===== src/rtl/pf_pkg.sv =====
`timescale 1ns/1ps
package pf_pkg;
  localparam int unsigned PF_AW = 32;
  typedef logic [PF_AW-1:0] addr_t;

  typedef enum logic [1:0] {
    FLD_START  = 2'd0,
    FLD_END    = 2'd1,
    FLD_STRIDE = 2'd2,
    FLD_CTRL   = 2'd3
  } fld_e;

  // Returns {carry, aligned line} of base + step, line size 2**off_w bytes.
  function automatic logic [PF_AW:0] step_line(input addr_t base, input addr_t step,
                                               input int unsigned off_w);
    logic [PF_AW:0] sum;
    addr_t          mask;
    sum  = {1'b0, base} + {1'b0, step};
    mask = ~((addr_t'(1) << off_w) - addr_t'(1));
    return {sum[PF_AW], sum[PF_AW-1:0] & mask};
  endfunction
endpackage


===== src/rtl/pf_region_tbl.sv =====
`timescale 1ns/1ps
module pf_region_tbl
  import pf_pkg::*;
#(
  parameter int unsigned NUM_RGN = 4,
  localparam int unsigned IDX_W = (NUM_RGN > 1) ? $clog2(NUM_RGN) : 1
) (
  input  logic             clk,
  input  logic             rst_n,
  input  logic             cfg_we,
  input  logic [IDX_W-1:0] cfg_idx,
  input  fld_e             cfg_field,
  input  addr_t            cfg_wdata,
  output addr_t            rgn_start  [NUM_RGN],
  output addr_t            rgn_end    [NUM_RGN],
  output addr_t            rgn_stride [NUM_RGN],
  output logic             rgn_en     [NUM_RGN]
);
  for (genvar r = 0; r < NUM_RGN; r++) begin : g_rgn
    logic sel;
    assign sel = cfg_we && (cfg_idx == IDX_W'(r));

    always_ff @(posedge clk) begin
      if (!rst_n) begin
        rgn_start[r]  <= '0;
        rgn_end[r]    <= '0;
        rgn_stride[r] <= '0;
        rgn_en[r]     <= 1'b0;
      end else if (sel) begin
        case (cfg_field)
          FLD_START:  begin rgn_start[r]  <= cfg_wdata; rgn_en[r] <= 1'b0; end
          FLD_END:    begin rgn_end[r]    <= cfg_wdata; rgn_en[r] <= 1'b0; end
          FLD_STRIDE: begin rgn_stride[r] <= cfg_wdata; rgn_en[r] <= 1'b0; end
          default:    rgn_en[r] <= cfg_wdata[0];
        endcase
      end
    end
  end
endmodule


===== src/rtl/pf_target_gen.sv =====
`timescale 1ns/1ps
module pf_target_gen
  import pf_pkg::*;
#(
  parameter int unsigned NUM_RGN    = 4,
  parameter int unsigned LINE_BYTES = 64,
  localparam int unsigned OFF_W = $clog2(LINE_BYTES)
) (
  input  logic  snoop_valid,
  input  addr_t snoop_addr,
  input  addr_t rgn_start  [NUM_RGN],
  input  addr_t rgn_end    [NUM_RGN],
  input  addr_t rgn_stride [NUM_RGN],
  input  logic  rgn_en     [NUM_RGN],
  output logic  cand_ok,
  output addr_t cand_line
);
  logic           any_hit;
  addr_t          sel_stride;
  addr_t          sel_end;
  logic [PF_AW:0] stepped;

  // Scan from the top so the lowest-numbered matching region is kept last.
  always_comb begin
    any_hit    = 1'b0;
    sel_stride = '0;
    sel_end    = '0;
    for (int r = NUM_RGN - 1; r >= 0; r--) begin
      if (rgn_en[r] && (snoop_addr >= rgn_start[r]) && (snoop_addr < rgn_end[r])) begin
        any_hit    = 1'b1;
        sel_stride = rgn_stride[r];
        sel_end    = rgn_end[r];
      end
    end
    stepped   = step_line(snoop_addr, sel_stride, OFF_W);
    cand_line = stepped[PF_AW-1:0];
    cand_ok   = snoop_valid && any_hit && !stepped[PF_AW] && (cand_line < sel_end);
  end
endmodule


===== src/rtl/pf_req_fifo.sv =====
`timescale 1ns/1ps
module pf_req_fifo
  import pf_pkg::*;
#(
  parameter int unsigned DEPTH = 4,
  localparam int unsigned IDX_W = (DEPTH > 1) ? $clog2(DEPTH) : 1,
  localparam int unsigned CNT_W = $clog2(DEPTH + 1)
) (
  input  logic             clk,
  input  logic             rst_n,
  input  logic             push,
  input  addr_t            push_line,
  input  logic             pop,
  input  addr_t            cmp_line,
  output logic             cmp_match,
  output logic             full,
  output logic             not_empty,
  output addr_t            head_line,
  output logic [CNT_W-1:0] count
);
  addr_t            slot [DEPTH];
  logic [IDX_W-1:0] wr_idx;

  assign full      = (count == CNT_W'(DEPTH));
  assign not_empty = (count != '0);
  assign head_line = slot[0];
  assign wr_idx    = count[IDX_W-1:0] - IDX_W'(pop);

  always_comb begin
    cmp_match = 1'b0;
    for (int i = 0; i < DEPTH; i++)
      if ((CNT_W'(i) < count) && (slot[i] == cmp_line)) cmp_match = 1'b1;
  end

  always_ff @(posedge clk) begin
    if (!rst_n) begin
      count <= '0;
      for (int i = 0; i < DEPTH; i++) slot[i] <= '0;
    end else begin
      if (pop)
        for (int i = 0; i < DEPTH - 1; i++) slot[i] <= slot[i+1];
      if (push) slot[wr_idx] <= push_line;
      count <= count + CNT_W'(push) - CNT_W'(pop);
    end
  end
endmodule


===== src/rtl/rgn_prefetch.sv =====
`timescale 1ns/1ps
module rgn_prefetch
  import pf_pkg::*;
#(
  parameter int unsigned NUM_RGN    = 4,
  parameter int unsigned LINE_BYTES = 64,
  parameter int unsigned DEPTH      = 4,
  localparam int unsigned IDX_W = (NUM_RGN > 1) ? $clog2(NUM_RGN) : 1,
  localparam int unsigned CNT_W = $clog2(DEPTH + 1)
) (
  input  logic             clk,
  input  logic             rst_n,
  input  logic             cfg_we,
  input  logic [IDX_W-1:0] cfg_idx,
  input  logic [1:0]       cfg_field,
  input  logic [31:0]      cfg_wdata,
  input  logic             snoop_valid,
  input  logic [31:0]      snoop_addr,
  output logic             probe_valid,
  output logic [31:0]      probe_addr,
  input  logic             probe_hit,
  output logic             pf_valid,
  input  logic             pf_ready,
  output logic [31:0]      pf_addr
);
  addr_t            rgn_start  [NUM_RGN];
  addr_t            rgn_end    [NUM_RGN];
  addr_t            rgn_stride [NUM_RGN];
  logic             rgn_en     [NUM_RGN];
  logic [NUM_RGN-1:0] en_vec;
  logic             cand_ok;
  addr_t            cand_line;
  logic             stg_v;
  addr_t            stg_line;
  logic             dup_hit;
  logic             q_full;
  logic [CNT_W-1:0] q_count;
  // Named events for the checker.
  logic             push_evt;
  logic             pop_evt;

  pf_region_tbl #(.NUM_RGN(NUM_RGN)) u_tbl (
    .clk(clk), .rst_n(rst_n), .cfg_we(cfg_we), .cfg_idx(cfg_idx),
    .cfg_field(fld_e'(cfg_field)), .cfg_wdata(cfg_wdata),
    .rgn_start(rgn_start), .rgn_end(rgn_end), .rgn_stride(rgn_stride), .rgn_en(rgn_en)
  );

  for (genvar r = 0; r < NUM_RGN; r++) begin : g_en
    assign en_vec[r] = rgn_en[r];
  end

  pf_target_gen #(.NUM_RGN(NUM_RGN), .LINE_BYTES(LINE_BYTES)) u_tgt (
    .snoop_valid(snoop_valid), .snoop_addr(snoop_addr),
    .rgn_start(rgn_start), .rgn_end(rgn_end), .rgn_stride(rgn_stride), .rgn_en(rgn_en),
    .cand_ok(cand_ok), .cand_line(cand_line)
  );

  always_ff @(posedge clk) begin
    if (!rst_n) begin
      stg_v    <= 1'b0;
      stg_line <= '0;
    end else begin
      stg_v    <= cand_ok;
      stg_line <= cand_line;
    end
  end

  assign probe_valid = stg_v;
  assign probe_addr  = stg_line;
  assign pop_evt     = pf_valid && pf_ready;
  assign push_evt    = stg_v && !probe_hit && !dup_hit && !q_full;

  pf_req_fifo #(.DEPTH(DEPTH)) u_q (
    .clk(clk), .rst_n(rst_n), .push(push_evt), .push_line(stg_line), .pop(pop_evt),
    .cmp_line(stg_line), .cmp_match(dup_hit), .full(q_full), .not_empty(pf_valid),
    .head_line(pf_addr), .count(q_count)
  );
endmodule


===== config.mk =====
export PLATFORM = sky130hd
export DESIGN_NAME = rgn_prefetch
export DESIGN_NICKNAME = d
export VERILOG_FILES = /design/src/rtl/pf_pkg.sv /design/src/rtl/pf_region_tbl.sv /design/src/rtl/pf_target_gen.sv /design/src/rtl/pf_req_fifo.sv /design/src/rtl/rgn_prefetch.sv
export SDC_FILE = /design/constraint.sdc
export NUM_CORES = 2
export LEC_CHECK = 0
export BUFFER_PORTS_ARGS = -buffer_cell sky130_fd_sc_hd__buf_4
export CAP_MARGIN = 20
export CELL_PAD_IN_SITES_DETAIL_PLACEMENT = 1
export CELL_PAD_IN_SITES_GLOBAL_PLACEMENT = 2
export CORE_ASPECT_RATIO = 1.2
export CORE_MARGIN = 2
export CORE_UTILIZATION = 41
export CTS_CLUSTER_SIZE = 28
export DETAILED_ROUTE_END_ITERATION = 10
export PLACE_DENSITY = 0.95
export SLEW_MARGIN = 20
export SYNTH_ARGS = -nofsm -noshare
export SYNTH_HDL_FRONTEND = slang
export SYNTH_SLANG_ARGS = --single-unit

===== constraint.sdc =====
create_clock -name clk -period 20.5 [get_ports clk]
set_input_delay 0 -clock clk [delete_from_list [all_inputs] [get_ports clk]]
set_output_delay 0 -clock clk [all_outputs]
set_load 0.01 [all_outputs]

==> impl_metrics.csv <==
group,metric,value,unit
outcome,status,"finished, final reports clean",
clocking,cts_root_buf,"clkbuf_16",
pwr,pwr-share-clk,38.4,%
yosys,synthesis.area,30700,um2
worst_setup_path,max_stage_delay,0.64,ns
route,dr.pass1.iters,5,
pwr,p_per_area,76.1,nW/um2
worst_setup_path,reg2reg_depth,31,
yosys,synth_warnings,0,
global_routing,first_global_vias,29000,
timing,hold_viol,0,
layout,finish.utilization,46.7,%
pwr,p_leak,0.0123,uW
pwr,p_sw_share,30.5,%
pwr,combPwrFrac,17.0,%
worst_setup_path,crit_required,21.02,ns
worst_setup_path,endpoint_kind,"flip-flop",
clocking,numCtsBuffers,55,
hold_path,holdPathStages,5,
worst_setup_path,rr_startpoint,"u_tbl.rgn_start[0]$_SDFFE_PN0P_",
layout,nNetsFinal,4294,
layout,nFillCells,9053,
yosys,ys_seq_area_share,37.5,%
pwr,p_sw,800,uW
route,vias_per_cell,5.68,
route,drt-total-wl,111,mm
worst_setup_path,r2r_slack,12.32,ns
route,remaining_drc_errors,0,
clocking,insertion_delay,0.65,ns
timing,fin_crit_sh,39.9,%
die,die_h,304,um
timing,clock_skew,0.0248,ns
timing,slew_headroom,20.9,%
global_routing,grt_pass1_wl,170,mm
clocking,clk_path_buf_depth,3,
worst_setup_path,crit_arrival,8.70,ns
pwr,vdd_drop_max,0.0000628,V
route,initialDrtViolationCount,1644,
hold_path,min_to,"u_q.count[1]$_SDFF_PN0_",
clocking,htreeDepth,2,
route,vias,28100,
layout,drive_gt1_share,7.42,%
yosys,synth_edf_count,104,
worst_setup_path,crit_fanout,42,
clocking,cts_resized,0,
die,rows,109,
yosys,synth.distinct_cells,74,
timing,finalSetupTns,0,ns
timing,grt_setup_unrepaired,"no",
hold_path,hp-start,"pf_ready",
pwr,seqPwrFrac,44.6,%
layout,synthToLayoutAreaGrowth,12.4,%
global_routing,grtUsageTotal,28.5,%
place,dp_slack,12.42,ns
run,cap_violations,0,
worst_setup_path,crit_path_top_delay_cell,"o32ai_1",
worst_setup_path,crit_path_start_kind,"flip-flop",
clocking,clock_sinks,522,
timing,setup_violations,0,
yosys,syn_area_per_cell,7.89,um2
clocking,clk_pin_slew_worst_paths,0.07,ns
worst_setup_path,criticalPathCategory,"reg2reg",
worst_setup_path,crit_start,"u_tbl.rgn_start[0]$_SDFFE_PN0P_",
timing,fin_crit,8.18,ns
pwr,p_int,1820,uW
clocking,cts_tree,"built",
layout,fin_cells,4951,
timing,timing.hold.ws,0.0934,ns
hold_path,hold_path_class,"in2reg",
global_routing,overflow,0,
yosys,synth_ff_type,"dfxtp_1",
global_routing,antenna_found_initial,2,
die,fp.dieW,254,um
global_routing,grt_max_degree,102,
die,die_area,77000,um2
die,core,73900,um2
route,ant_nets,0,
place,gp_congestion,0.938,
yosys,ys_async_sr_fraction,0,%
yosys,ys_ff_latch,522,
yosys,synth_cells,3888,
worst_setup_path,reg2reg_to,"probe_valid$_SDFF_PN0_",
place,portBuffers,127,
die,io_pins,140,
timing,worst_slack,12.32,ns
place,dp_hpwl,78.8,mm
place,dp_cells,4805,
route,wl_per_cell,22.4,um
timing,worst_pin_slew,1.17,ns
die,start_util,41.5,%
timing,timing.fmax,0.122,GHz
timing,report.final.slew_viol_count,0,
how the worst max path moves through the flow:
stage / end / cells past startpoint
2_1_floorplan: probe_valid$_SDFF_PN0_ / 34
3_3_place_gp: probe_valid$_SDFF_PN0_ / 33
3_5_place_dp: probe_valid$_SDFF_PN0_ / 33
4_1_cts: probe_valid$_SDFF_PN0_ / 31
5_1_grt: probe_valid$_SDFF_PN0_ / 31
6_report: probe_valid$_SDFF_PN0_ / 31
critical path, delay by kind of cell (launching register included):
kind | cells | cell delay, ns
AO/OA/AOI/OAI | 14 | 3.73
AND/OR/NAND/NOR | 12 | 2.23
buffers and inverters | 1 | 0.57
adder cells (fa/ha/maj) | 3 | 0.92
flip-flops | 1 | 0.31
XOR/XNOR | 1 | 0.23
cells in the mapped netlist, types with 4 or more instances:
| library cell | number | share of area, % |
|---|---|---|
| nand3b_1 | 5 | 0.12 |
| and4_1 | 4 | 0.11 |
| xnor2_1 | 62 | 1.8 |
| a41oi_1 | 6 | 0.17 |
| edfxtp_1 | 104 | 10 |
| buf_1 | 4 | 0.049 |
| o21bai_1 | 10 | 0.24 |
| a31oi_1 | 9 | 0.18 |
| and3_1 | 11 | 0.22 |
| nor2b_1 | 18 | 0.37 |
| o21a_1 | 12 | 0.29 |
| nand2b_1 | 23 | 0.47 |
| mux2i_1 | 59 | 1.9 |
| nor2_1 | 90 | 1.1 |
| a2111oi_0 | 11 | 0.31 |
| a211oi_1 | 16 | 0.39 |
| nand3_1 | 64 | 1.0 |
| dfxtp_1 | 418 | 27 |
| a21o_1 | 40 | 0.98 |
| buf_2 | 4 | 0.065 |
| nor4_1 | 19 | 0.39 |
| o21ai_1 | 4 | 0.065 |
| xor2_1 | 66 | 1.9 |
| o21ai_0 | 89 | 1.5 |
| buf_4 | 12 | 0.29 |
| and2_1 | 22 | 0.45 |
| nor3b_1 | 5 | 0.12 |
| o211ai_1 | 7 | 0.17 |
| clkbuf_1 | 244 | 3.0 |
| ha_1 | 314 | 13 |
| o31ai_1 | 38 | 0.93 |
| nor3_1 | 91 | 1.5 |
| o221ai_1 | 4 | 0.11 |
| nand2_1 | 953 | 12 |
| nand4_1 | 64 | 1.3 |
| a21oi_1 | 561 | 9.2 |
| a211o_1 | 7 | 0.20 |
| inv_1 | 302 | 3.7 |
| a221oi_1 | 59 | 1.7 |
power by group through the flow:
stage               Combinational [uW]  Sequential, uW  Clock (uW)
floorplan                          247            1180           0
finish                             445            1170        1010
detailed placement                 427            1190           0
CTS                                438            1170        1020
global route                       482            1180        1060
global placement                   416            1190           0
registers in the layout (all words and copies together), names as in the netlist:
name / flops
probe_addr: 26
probe_valid: 1
u_q.count: 3
u_q.slot: 104
u_tbl.rgn_en: 4
u_tbl.rgn_end: 128
u_tbl.rgn_start: 128
u_tbl.rgn_stride: 128
per-stage QoR:
stage / instance area [um2] / power, uW
floorplan: 30700 / 1430
global placement: 32300 / 1600
detailed placement: 32300 / 1620
CTS: 34500 / 2630
global route: 34500 / 2720
finish: 34500 / 2620
layout make-up:
| cell class | instances | area, um2 | share of cell area (%) |
|---|---|---|---|
| flip-flops and latches | 522 | 11500 | 33.3 |
| clock inverters | 17 | 155 | 0.450 |
| well taps | 999 | 1250 | 3.62 |
| clock buffers | 85 | 1600 | 4.64 |
| inverters | 303 | 1140 | 3.32 |
| repair buffers | 213 | 1700 | 4.94 |
| multi-input cells | 2810 | 17100 | 49.7 |
| diodes | 2 | 5.00 | 0.0145 |
cells in the final DEF, fill, tap and decap left out, types with 7 or more instances in the layout:
cell	n
nand2_1	951
a21oi_1	561
dfxtp_1	418
ha_1	314
inv_1	302
buf_4	171
edfxtp_1	104
o21ai_0	88
nor3_1	88
nor2_1	77
xor2_1	66
nand4_1	64
nand3_1	64
xnor2_1	62
a221oi_1	59
mux2i_1	59
clkbuf_16	55
dlygate4sd3_1	42
a21o_1	40
o31ai_1	38
nand2b_1	23
and2_1	22
nor4_1	19
nor2b_1	18
clkbuf_1	17
a211oi_1	15
o21a_1	12
conb_1	12
a2111oi_0	11
clkbuf_8	11
and3_1	10
nor2_2	10
o21bai_1	10
a31oi_1	9
a211o_1	7
o211ai_1	7
clkinv_2	7
kinds of logic after synthesis:
family	Yosys count	share of synthesized area, %
AOI/OAI and AO/OA	913	17.8
muxes	59	1.93
buffers and inverters	567	7.10
other	1	0.0122
adders and majority gates	315	12.9
DFF	522	37.5
and+or+nand+nor	1383	19.2
xor gates and xnor gates	128	3.65
per-layer routing:
metal | wire (um) | share of wire, % | GRT usage (%) | vias up
met2 | 55000 | 50 | 50.6 | 721
met1 | 44400 | 40 | 33.1 | 13800
met4 | 6900 | 6.2 | 15.7 | 0
li1 | - | - | - | 13300
met3 | 4590 | 4.1 | 3.23 | 297
met5 | 0 | 0 | 0 | -
repair_timing:
item                                   CTS  global route
setup buffers                            0             0
endpoints found under the hold margin  412             0
hold buffers                            42             0
(Power assumes the default switching activity.)
